## src/rtl/wdg_pkg.sv

```systemverilog
package wdg_pkg;
  localparam int MULT_W = 5;
  localparam int RES_W  = 2;
  localparam int CFG_W  = 1 + MULT_W + RES_W;

  typedef struct packed {
    logic              steer;
    logic [MULT_W-1:0] mult;
    logic [RES_W-1:0]  res;
  } wdg_cfg_t;

  // ticks per resolution unit: 2^(step_log2 * res)
  function automatic int unsigned unit_ticks(input logic [RES_W-1:0] res,
                                             input int step_log2);
    return 32'd1 << (step_log2 * int'(res));
  endfunction
endpackage

```

## src/rtl/wdg_prescale.sv

```systemverilog
module wdg_prescale
  import wdg_pkg::*;
#(
  parameter int STEP_LOG2 = 2
) (
  input  logic             clk,
  input  logic             rst_n,
  input  logic             tick,
  input  logic             en,
  input  logic             restart,
  input  logic [RES_W-1:0] res,
  output logic             unit_end
);
  localparam int PS_W = STEP_LOG2 * ((1 << RES_W) - 1) + 1;

  logic [PS_W-1:0] pcnt;
  logic [PS_W-1:0] last;

  assign last     = PS_W'(unit_ticks(res, STEP_LOG2) - 1);
  assign unit_end = tick && en && !restart && (pcnt == last);

  always_ff @(posedge clk) begin
    if (!rst_n) begin
      pcnt <= '0;
    end else if (restart || !en) begin
      pcnt <= '0;
    end else if (tick) begin
      pcnt <= unit_end ? '0 : pcnt + 1'b1;
    end
  end
endmodule

```

## src/rtl/wdg_count.sv

```systemverilog
module wdg_count
  import wdg_pkg::*;
(
  input  logic              clk,
  input  logic              rst_n,
  input  logic              load,
  input  logic [MULT_W-1:0] load_val,
  input  logic [MULT_W-1:0] reload_val,
  input  logic              unit_end,
  output logic              expire
);
  logic [MULT_W-1:0] cnt;

  assign expire = unit_end && (cnt == MULT_W'(1));

  always_ff @(posedge clk) begin
    if (!rst_n) begin
      cnt <= '0;
    end else if (load) begin
      cnt <= load_val;
    end else if (unit_end) begin
      cnt <= expire ? reload_val : cnt - 1'b1;
    end
  end
endmodule

```

## src/rtl/wdg_out.sv

```systemverilog
module wdg_out #(
  parameter int RST_CYCLES = 8
) (
  input  logic clk,
  input  logic rst_n,
  input  logic expire,
  input  logic steer,
  input  logic flag_rd,
  output logic irq_n,
  output logic rst_out_n
);
  localparam int RC_W = $clog2(RST_CYCLES + 1);

  logic            flag;
  logic [RC_W-1:0] rcnt;

  always_ff @(posedge clk) begin
    if (!rst_n) begin
      flag <= 1'b0;
    end else if (expire && !steer) begin
      flag <= 1'b1;
    end else if (flag_rd) begin
      flag <= 1'b0;
    end
  end

  always_ff @(posedge clk) begin
    if (!rst_n) begin
      rcnt <= '0;
    end else if (expire && steer) begin
      rcnt <= RC_W'(RST_CYCLES);
    end else if (rcnt != '0) begin
      rcnt <= rcnt - 1'b1;
    end
  end

  assign irq_n     = !flag;
  assign rst_out_n = (rcnt == '0);
endmodule

```

## src/rtl/wdg_timer.sv

```systemverilog
module wdg_timer
  import wdg_pkg::*;
#(
  parameter int STEP_LOG2  = 2,
  parameter int RST_CYCLES = 8
) (
  input  logic             clk,
  input  logic             rst_n,
  input  logic             tick,
  input  logic             wr_en,
  input  logic [CFG_W-1:0] wr_data,
  input  logic             flag_rd,
  output logic             irq_n,
  output logic             rst_out_n
);
  wdg_cfg_t          cfg_q;
  wdg_cfg_t          cfg_in;
  logic              enabled;
  logic              unit_end;
  logic              expire;
  logic              cfg_steer;
  logic [MULT_W-1:0] cfg_mult;

  assign cfg_in    = wdg_cfg_t'(wr_data);
  assign enabled   = (cfg_q.mult != '0);
  assign cfg_steer = cfg_q.steer;
  assign cfg_mult  = cfg_q.mult;

  always_ff @(posedge clk) begin
    if (!rst_n) begin
      cfg_q <= '0;
    end else if (wr_en) begin
      cfg_q <= cfg_in;
    end
  end

  wdg_prescale #(.STEP_LOG2(STEP_LOG2)) u_pre (
    .clk      (clk),
    .rst_n    (rst_n),
    .tick     (tick),
    .en       (enabled),
    .restart  (wr_en),
    .res      (cfg_q.res),
    .unit_end (unit_end)
  );

  wdg_count u_cnt (
    .clk        (clk),
    .rst_n      (rst_n),
    .load       (wr_en),
    .load_val   (cfg_in.mult),
    .reload_val (cfg_q.mult),
    .unit_end   (unit_end),
    .expire     (expire)
  );

  wdg_out #(.RST_CYCLES(RST_CYCLES)) u_out (
    .clk       (clk),
    .rst_n     (rst_n),
    .expire    (expire),
    .steer     (cfg_steer),
    .flag_rd   (flag_rd),
    .irq_n     (irq_n),
    .rst_out_n (rst_out_n)
  );
endmodule

```

## config.mk

```make
export PLATFORM = sky130hd
export DESIGN_NAME = wdg_timer
export DESIGN_NICKNAME = d
export VERILOG_FILES = /design/src/rtl/wdg_pkg.sv /design/src/rtl/wdg_prescale.sv /design/src/rtl/wdg_count.sv /design/src/rtl/wdg_out.sv /design/src/rtl/wdg_timer.sv
export SDC_FILE = /design/constraint.sdc
export NUM_CORES = 1
export LEC_CHECK = 0
export ABC_CLOCK_PERIOD_IN_PS = 2690
export BUFFER_PORTS_ARGS = -buffer_cell sky130_fd_sc_hd__buf_2
export CORE_UTILIZATION = 25
export DETAILED_ROUTE_END_ITERATION = 16
export PLACE_DENSITY = 0.41
export REMOVE_ABC_BUFFERS = 1
export SLEW_MARGIN = 40
export SYNTH_ARGS = -nofsm -noshare
export SYNTH_HDL_FRONTEND = slang
export SYNTH_SLANG_ARGS = --single-unit
```

## constraint.sdc

```tcl
create_clock -name clk -period 2.69 [get_ports clk]
set_input_delay 0.6725 -clock clk [delete_from_list [all_inputs] [get_ports clk]]
set_output_delay 0.6725 -clock clk [all_outputs]
set_load 0.005 [all_outputs]
```

## After elaboration in Yosys (flattened, before gate mapping)

Cells that the tools add are included.

| operators by class | value |
|---|---|
| $add $sub $neg | 4 |
| equality and inequality tests | 2 |
| shift operators | 1 |
| mux-type cells | 8 |
| bitwise logic cells | 1 |
| reductions and logical operators | 19 |

Operators by type and width:

| cell | count |
|---|---|
| 2-to-1 mux 5 bit | 3 |
| 2-to-1 mux 4 bit | 2 |
| adder 7 x 1 -> 7 bit, second input constant | 1 |
| == test 7 bit | 1 |
| 2-to-1 mux 7 bit | 1 |
| left shift 1 x 3 -> 7 bit, first input constant | 1 |
| subtractor 7 x 1 -> 7 bit, second input constant | 1 |
| logical AND 1 bit | 6 |
| nonzero test 2 bit | 3 |
| == test 5 x 1 -> 1 bit, second input constant | 1 |
| nonzero test 5 bit | 1 |
| subtractor 5 x 1 -> 5 bit, second input constant | 1 |
| logical NOT 1 bit | 4 |
| logical NOT 4 bit | 1 |
| nonzero test 4 bit | 1 |
| OR reduction 2 bit | 2 |
| subtractor 4 x 1 -> 4 bit, second input constant | 1 |
| 2-to-1 mux 1 bit | 2 |
| logical OR 1 bit | 1 |
| inverter 1 bit | 1 |

| word-level totals | value |
|---|---|
| flip-flop bits (word level) | 25 |
| input port bits | 13 |
| output and inout port bits | 2 |
| logic and storage cells | 43 |

## Depth between registers and ports, before layout

Gate-level depths: netlist (run 1).

| logic depth | value |
|---|---|
| depth after elaboration | 8 |
| gate-level depth with buffers | 7 |

## Cells and area by module

A second synthesis (run 1) with hierarchy kept.

| unflattened totals | value |
|---|---|
| cells, all modules | 151 |
| area total of the unflattened synthesis | 1428.9 sq um |

Modules (own cells, without submodules):

| module | times used | cells each | area each (sq um) | seq. area each (sq um) |
|---|---|---|---|---|
| wdg_count | 1 | 51 | 450.4 | 100.1 |
| wdg_prescale | 1 | 46 | 426.7 | 140.1 |
| wdg_timer | 1 | 28 | 314.1 | 160.2 |
| wdg_out | 1 | 26 | 237.7 | 100.1 |

## Worst setup path before layout (run 1)

Ideal clock, no wire load.

| timing path | value |
|---|---|
| path type | reg-to-reg |
| from | register cfg_q[1] in the netlist's numbering |
| to | register u_cnt.cnt[1] |
| library setup time | 0.086 ns |
| data arrival time | 1.956 ns |
| data required time | 2.604 ns |
| slack | 0.648 ns |
| cell stages (with the launch flop) | 8 |
| path buffers | 0 |
| period minus slack after synthesis | 2.042 ns |
| path through | dfxtp_1 or2_2 ha_1 xnor2_1 nor4b_2 o31a_2 a31oi_1 a221oi_2 |

| on the way | value |
|---|---|
| word-level cells in the longest chain between the ends | 8 |
| elaborated cells between the ends (all ways) | 9 |
| those cells by class | 1 x add/sub; 1 x eq/ne; 1 x shift; 3 x mux; 3 x reduce/logical |

Ends and longest elaborated chain:

| what | RTL line | source |
|---|---|---|
| start, declared | wdg_timer.sv:16 | `wdg_cfg_t cfg_q;` |
| start signal, assigned | wdg_timer.sv:33 | `cfg_q <= cfg_in;` |
| left shift 1 x 3 -> 7 bit (*) | wdg_pkg.sv:15 | `return 32'd1 << (step_log2 * int'(res));` |
| subtractor 7 x 1 -> 7 bit (*) | wdg_prescale.sv:19 | `assign last = PS_W'(unit_ticks(res, STEP_LOG2) - 1);` |
| == test 7 bit (*) | wdg_prescale.sv:20 | `assign unit_end = tick && en && !restart && (pcnt == last);` |
| logical AND 1 bit (*) | wdg_prescale.sv:20 |  |
| logical AND 1 bit | wdg_count.sv:14 | `assign expire = unit_end && (cnt == MULT_W'(1));` |
| 2-to-1 mux 5 bit | wdg_count.sv:22 | `cnt <= expire ? reload_val : cnt - 1'b1;` |
| 2-to-1 mux 5 bit | wdg_count.sv:21 | `end else if (unit_end) begin` |
| 2-to-1 mux 5 bit | wdg_count.sv:19 | `end else if (load) begin` |
| end signal, assigned | wdg_count.sv:20 | `cnt <= load_val;` |
| end signal, assigned | wdg_count.sv:22 |  |
| end, declared | wdg_count.sv:12 | `logic [MULT_W-1:0] cnt;` |

Mark *: on every way between the ends. The rest lies on a longest branch, timed or not. The select of a mux whose other input is x is not followed.
A chain may end at the register's enable or synchronous reset.

## Worst setup path after layout (run 1)

Same ends and word-level chain as after synthesis.

==> flow_summary.toml, run 1 <==
[status]
status = "completed"

[logic_synthesis]
syn_inst = 153
synth_top_cell_by_area = "dfxtp_1"
synth-seq-cells = 25
synth-async-reset-ratio = 0
synth-main-ff-cell = "dfxtp_1"
mappedNetlistArea_sq_um = 1350
synth_commonest_cells = "25 x dfxtp_1, 22 x nor2_1, 12 x nand2_1"
synth_edf_count = 0
syn_area_per_cell_sq_um = 8.83
synth_warnings = 0
ys_seq_area_frac = 0.370
synth_area_leaders = "dfxtp_1 37%, nor2_1 6.1%, mux2i_1 5.9%, ha_1 4.6%, xnor2_1 4.5%"
synth_top_area_frac = 0.370
synth_most_common_cell = "dfxtp_1"
yosysUniqueCellTypes = 40

[detailed_routing]
drtIter0Drc = 51
routedWlPerCell_microns = 12.0
firstDrtPassIters = 4
drc = 0
finalWirelength_microns = 2850
avgViaCountPerCell = 4.63
vias = 1101
final_antenna_net_count = 0

[cts]
cts_tree = "yes"
clk_latency_ns = 0.27
hold_buffers = 0
cts_buffer_depth = 2
root_buffer = "clkbuf_8"
htreeDepth = 1
post_cts_buffers = 0
clk_pin_slew_ns = 0.09
cts.sinks = 25
cts_made_buffers = 3
cts-resized-gates = 0

[global_routing]
grt_util_all_layers = 0.119
grt_pass1_vias = 1118
grt_max_degree = 20
globalRoute.totalOverflow = 0
grt_pass1_wl_microns = 5050
use_met3 = 0.0225
grt.busiest_layer = "met2"
grtUsageMet2 = 0.202
antenna_found_initial = 0
met1_usage = 0.144

[sta]
fin_worst_skew_ns = 0.0108
timing.setup.tns_ns = 0
setup_ws_ns = 0.480
slew_headroom = 0.672
rsz0062_at_grt = "no"
setup_viol = 0
min_period_ns = 2.21
tightest_slew_ns = 0.491
hold_viol = 0
max_freq_ghz = 0.453
timing.final.crit_share = 0.821
slew_violations = 0

[setup_path]
crit_type = "flop to flop"
worstRegToRegCells = 7
endpoint = "u_cnt.cnt[1]"
required_ns = 2.88
crit_path_start = "cfg_q[1]"
crit_path_max_fanout = 6
rr_endpoint = "u_cnt.cnt[1]"
crit_arrival_ns = 2.40
start_kind = "flop"
worstSetupEndpointType = "flop"
worst-r2r-setup-slack_ns = 0.48
path_cells = "or2_2 -> ha_1 -> xnor2_1 -> nor4b_2 -> o31a_2 -> a31oi_1 -> a221oi_2"
cp_slowest_cell = "dfxtp_1"
max_stage_delay_ns = 0.37
r2r_start = "cfg_q[1]"

[final_layout]
final-instance-count-excl-fill = 238
drive_gt1_frac = 0.190
utilization = 0.299
nets = 187
n_antenna_cell = 0
syn_to_final_growth_pct = 14.3

[floorplanning]
rows = 26
top_level_ports = 15
dieArea_sq_um = 5700
die_y_microns = 75.5
dieWidth_microns = 75.5
coreArea_sq_um = 5170
start_util = 0.261

[placed_design]
portBuffers = 14
post-dp-hpwl_microns = 2200
pre_cts_ws_ns = 0.494
dp.cells = 234
place_congestion = 0.803

[power]
p_per_area_nw_per_um2 = 601
p_total_uw = 928
leakage_uw = 0.000571
ir_worst_vdd_v = 0.000197

[run]
maxCapViolCount = 0

[hold_path]
holdCritPathClass = "flop to flop"
routing by layer:
metal	up-vias	wire length [microns]
li1	568	-
met1	511	1400
met2	17	1300
met3	5	89
met4	0	58
met5	-	0
layout make-up:
cell class	instances	area, sq um
inverter	10	37.5
multi-input combinational	114	796
tap	70	87.6
sequential	25	500
timing repair buffer	15	77.6
fill	570	3630
clock buffer	4	45.0
flip-flops by register name (all words and copies together) (netlist names):
name,cells
cfg_steer,1
u_pre.pcnt,7
cfg_mult,5
cfg_q,2
u_out.flag,1
u_cnt.cnt,5
u_out.rcnt,4
how the worst min path moves through the flow:
stage | startpoint | to | slack, ns | cells past startpoint
3_3_place_gp | cfg_mult[0] | cfg_mult[0] | 0.47 | 2
5_1_grt | cfg_mult[0] | cfg_mult[0] | 0.52 | 2
4_1_cts | cfg_mult[0] | cfg_mult[0] | 0.50 | 2
2_1_floorplan | cfg_mult[0] | cfg_mult[0] | 0.45 | 2
3_5_place_dp | cfg_mult[0] | cfg_mult[0] | 0.48 | 2
6_report | cfg_mult[0] | cfg_mult[0] | 0.49 | 2
stage by stage:
step	cell area, sq um	hold slack [ns]
floorplan	1330	0.450
global placement	1500	0.474
detailed placement	1500	0.482
CTS	1540	0.496
global route	1540	0.522
finish	1540	0.493
critical path, delay by kind of cell, from the launching register on:
kind                       cells  cell delay [ns]
DFF                            1             0.37
and+or+nand+nor                2             0.64
adders and majority gates      1             0.31
AOI/OAI and AO/OA              3             0.68
xor gates and xnor gates       1             0.14
cells by family after synthesis:
logic type               after synthesis  share of synthesized area
AND/OR/NAND/NOR                       61                      0.242
adder cells (fa/ha/maj)                5                     0.0463
XOR/XNOR                              11                     0.0713
multiplexers                           8                     0.0593
buffers and inverters                 14                     0.0407
flip-flops                            25                      0.370
AO/OA/AOI/OAI                         29                      0.170
power by group:
part | internal (uW) | total (uW) | switching (uW)
clock | 106 | 229 | 123
combinational | 125 | 262 | 136
sequential | 406 | 438 | 31.2
layout by cell type, fill, tap and decap left out, types with 2 or more instances in the layout:
master	Yosys	layout
o32ai_1	2	2
xnor2_1	7	7
nand4_1	2	2
nand2_1	12	12
o21ai_0	2	2
o31ai_1	2	2
o21ai_1	2	2
dfxtp_1	25	25
a221oi_2	2	2
nor2_1	22	22
a31oi_1	2	2
nor3_1	4	4
inv_1	8	8
inv_2	2	2
ha_1	5	5
clkbuf_8	0	3
and2_1	4	4
a21oi_2	2	2
nor4b_2	2	2
buf_2	2	14
nand2b_1	3	3
xor2_1	4	4
mux2i_1	8	8
a21oi_1	6	6
a221oi_1	3	3
nand3_1	4	4
(Power assumes the default switching activity.)
==> run 2: changes to the inputs <==
--- a/config.mk
+++ b/config.mk
@@ -5,11 +5,12 @@
 export SDC_FILE = /design/constraint.sdc
 export NUM_CORES = 1
 export LEC_CHECK = 0
-export ABC_CLOCK_PERIOD_IN_PS = 2690
+export ABC_AREA = 1
+export ABC_CLOCK_PERIOD_IN_PS = 2200
 export BUFFER_PORTS_ARGS = -buffer_cell sky130_fd_sc_hd__buf_2
 export CORE_UTILIZATION = 25
 export DETAILED_ROUTE_END_ITERATION = 16
-export PLACE_DENSITY = 0.41
+export PLACE_DENSITY = 0.4
 export REMOVE_ABC_BUFFERS = 1
 export SLEW_MARGIN = 40
 export SYNTH_ARGS = -nofsm -noshare
==> constraint.sdc (replaced) <==
create_clock -name clk -period 2.2 [get_ports clk]
set_input_delay 0.55 -clock clk [delete_from_list [all_inputs] [get_ports clk]]
set_output_delay 0.55 -clock clk [all_outputs]
set_load 0.005 [all_outputs]
==> run 2 against run 1 <==
  * Non-clock buffer count is the same
  * First-iteration DRC count grew 16%
  * Area after synthesis grew 7.3%
  * Hold slack lost 0.027 ns
  * Sequential share of layout area shrank 1.7 points
  * Final cell count grew 21%
  * Register-to-register slack lost 0.13 ns
  * Worst setup slack lost 0.21 ns
  * Critical path type is now flop to primary output
==> flow_summary.toml, run 2 <==
[status]
status = "completed"

[power]
p_switching_uw = 366
pwr-share-seq = 0.465
ir_worst_vdd_v = 0.000275
pwr-share-clk = 0.245
swShare = 0.326
pwr-share-comb = 0.290
leakage_uw = 0.000695
power.internal_uw = 758
p_per_area_nw_per_um2 = 690

[detailed_routing]
final_antenna_net_count = 0
drc = 0
finalWirelength_microns = 3170
vias = 1246
routedWlPerCell_microns = 11.0
drtIter0Drc = 59
firstDrtPassIters = 4
avgViaCountPerCell = 4.34

[floorplanning]
dieArea_sq_um = 6110
top_level_ports = 15
start_util = 0.262
coreArea_sq_um = 5540
dieWidth_microns = 78.2
die_y_microns = 78.2
rows = 27

[logic_synthesis]
syn_area_per_cell_sq_um = 7.29
ys_seq_area_frac = 0.345
synth_most_common_cell = "nand2_1"
yosysUniqueCellTypes = 31
synth-seq-cells = 25
synth-async-reset-ratio = 0
synth-main-ff-cell = "dfxtp_1"
synth_top_cell_by_area = "dfxtp_1"
syn_inst = 199
synth_top_area_frac = 0.345
synth_commonest_cells = "35 x nand2_1, 27 x inv_1, 25 x dfxtp_1, 25 x nor2_1, 17 x a21oi_1"
synth_warnings = 0
synth_edf_count = 0
mappedNetlistArea_sq_um = 1450
synth_area_leaders = "dfxtp_1 35%, nand2_1 9.1%, inv_1 7.0%, nor2_1 6.5%, a21oi_1 5.9%"

[global_routing]
grt_util_all_layers = 0.111
antenna_found_initial = 0
grt_pass1_wl_microns = 5380
grt_max_degree = 24
grt_pass1_vias = 1137
globalRoute.totalOverflow = 0

[setup_path]
worstSetupEndpointType = "primary output"
crit_path_max_fanout = 5
required_ns = 1.65
crit_type = "flop to primary output"
crit_arrival_ns = 1.38
start_kind = "flop"

[final_layout]
top_register = "u_pre.pcnt"
layout_commonest_cell = "nand2_1"
drive_gt1_frac = 0.167
n_fill_cell = 633
utilization = 0.294
fin_area_sq_um = 1630
final-instance-count-excl-fill = 287
seqCellArea_sq_um = 500
multi_input_area_sq_um = 801
syn_to_final_growth_pct = 12.4
nets = 234
final_cell_mix = "35 x nand2_1, 27 x inv_1, 25 x nor2_1, 25 x dfxtp_1, 17 x a21oi_1"
largest_register_ffs = 7
n_antenna_cell = 0

[sta]
slew_headroom = 0.667
timing.final.crit_share = 0.875
tightest_slew_ns = 0.498
hold_viol = 0
min_period_ns = 1.93
slew_violations = 0
rsz0062_at_grt = "no"
fin_worst_skew_ns = 0.00142
whs_ns = 0.466
setup_viol = 0
max_freq_ghz = 0.519
timing.setup.tns_ns = 0

[cts]
cts-resized-gates = 0
clk_latency_ns = 0.26
clk_pin_slew_ns = 0.09
root_buffer = "clkbuf_8"
cts.sinks = 25
htreeDepth = 1
cts_tree = "yes"
cts_buffer_depth = 2
hold_buffers = 0
cts_made_buffers = 3
post_cts_buffers = 0

[placed_design]
dpl_cell_area_sq_um = 1590
portBuffers = 14
place_congestion = 0.687
dp.cells = 283
post-dp-hpwl_microns = 2390

[hold_path]
holdCritPathClass = "flop to flop"

[run]
maxCapViolCount = 0
-- run 2: cell count changes after synthesis, sizes merged, moves of 8 or more --
cell / change
nand2: +28
a21oi: +8
nand3: +9
inv: +19
mux2i: -8
o21ai: +10
-- run 2: critical path, cell delays in order (launching register included) --
cell and delay (ns):
dfxtp_1 0.32, inv_1 0.08, ha_1 0.18, nand2_1 0.08, nor2_1 0.27, buf_2 0.18
-- run 2: layout make-up --
| class | instances | share of cell area |
|---|---|---|
| Multi-Input combinational cell | 140 | 0.491 |
| Sequential cell | 25 | 0.307 |
| Inverter | 31 | 0.0714 |
| Tap cell | 72 | 0.0553 |
| Timing Repair Buffer | 15 | 0.0476 |
| Clock buffer | 4 | 0.0276 |
-- run 2: logic make-up after synthesis --
family | Yosys count | synth area share
AO/OA/AOI/OAI | 38 | 0.152
XOR/XNOR | 6 | 0.0362
adder cells (fa/ha/maj) | 5 | 0.0431
buffers and inverters | 34 | 0.103
flip-flops | 25 | 0.345
AND/OR/NAND/NOR | 91 | 0.321
-- run 2: routing by layer --
layer	up-vias	wire (microns)	GRT usage	share of wire
li1	671	-	-	-
met1	552	1710	0.158	0.54
met2	19	1340	0.171	0.42
met3	4	102	0.0221	0.032
met4	0	23	0.0278	0.0073
met5	-	0	0	0
-- run 2: power by group through the flow --
stage               clock network (uW)  logic [uW]  registers, uW
finish                             276         326            523
global route                       311         375            530
CTS                                291         328            523
detailed placement                   0         326            533
global placement                     0         335            534
floorplan                            0         250            527
-- run 2: path summary, 6_finish.rpt --
check                start            end  slack (ns)  cells after the start
min reg2reg  u_out.rcnt[0]  u_out.rcnt[0]        0.47                      2
min          u_out.rcnt[0]  u_out.rcnt[0]        0.47                      2
max reg2reg       cfg_q[1]   u_cnt.cnt[4]        0.35                     13
max          u_out.rcnt[0]      rst_out_n        0.27                      5
-- run 2: metrics by stage --
step	power (uW)	worst slack [ns]
2_1_floorplan	776	0.513
3_3_place_gp	869	0.346
3_5_place_dp	859	0.346
4_1_cts	1140	0.272
5_1_grt	1220	0.136
6_report	1120	0.275
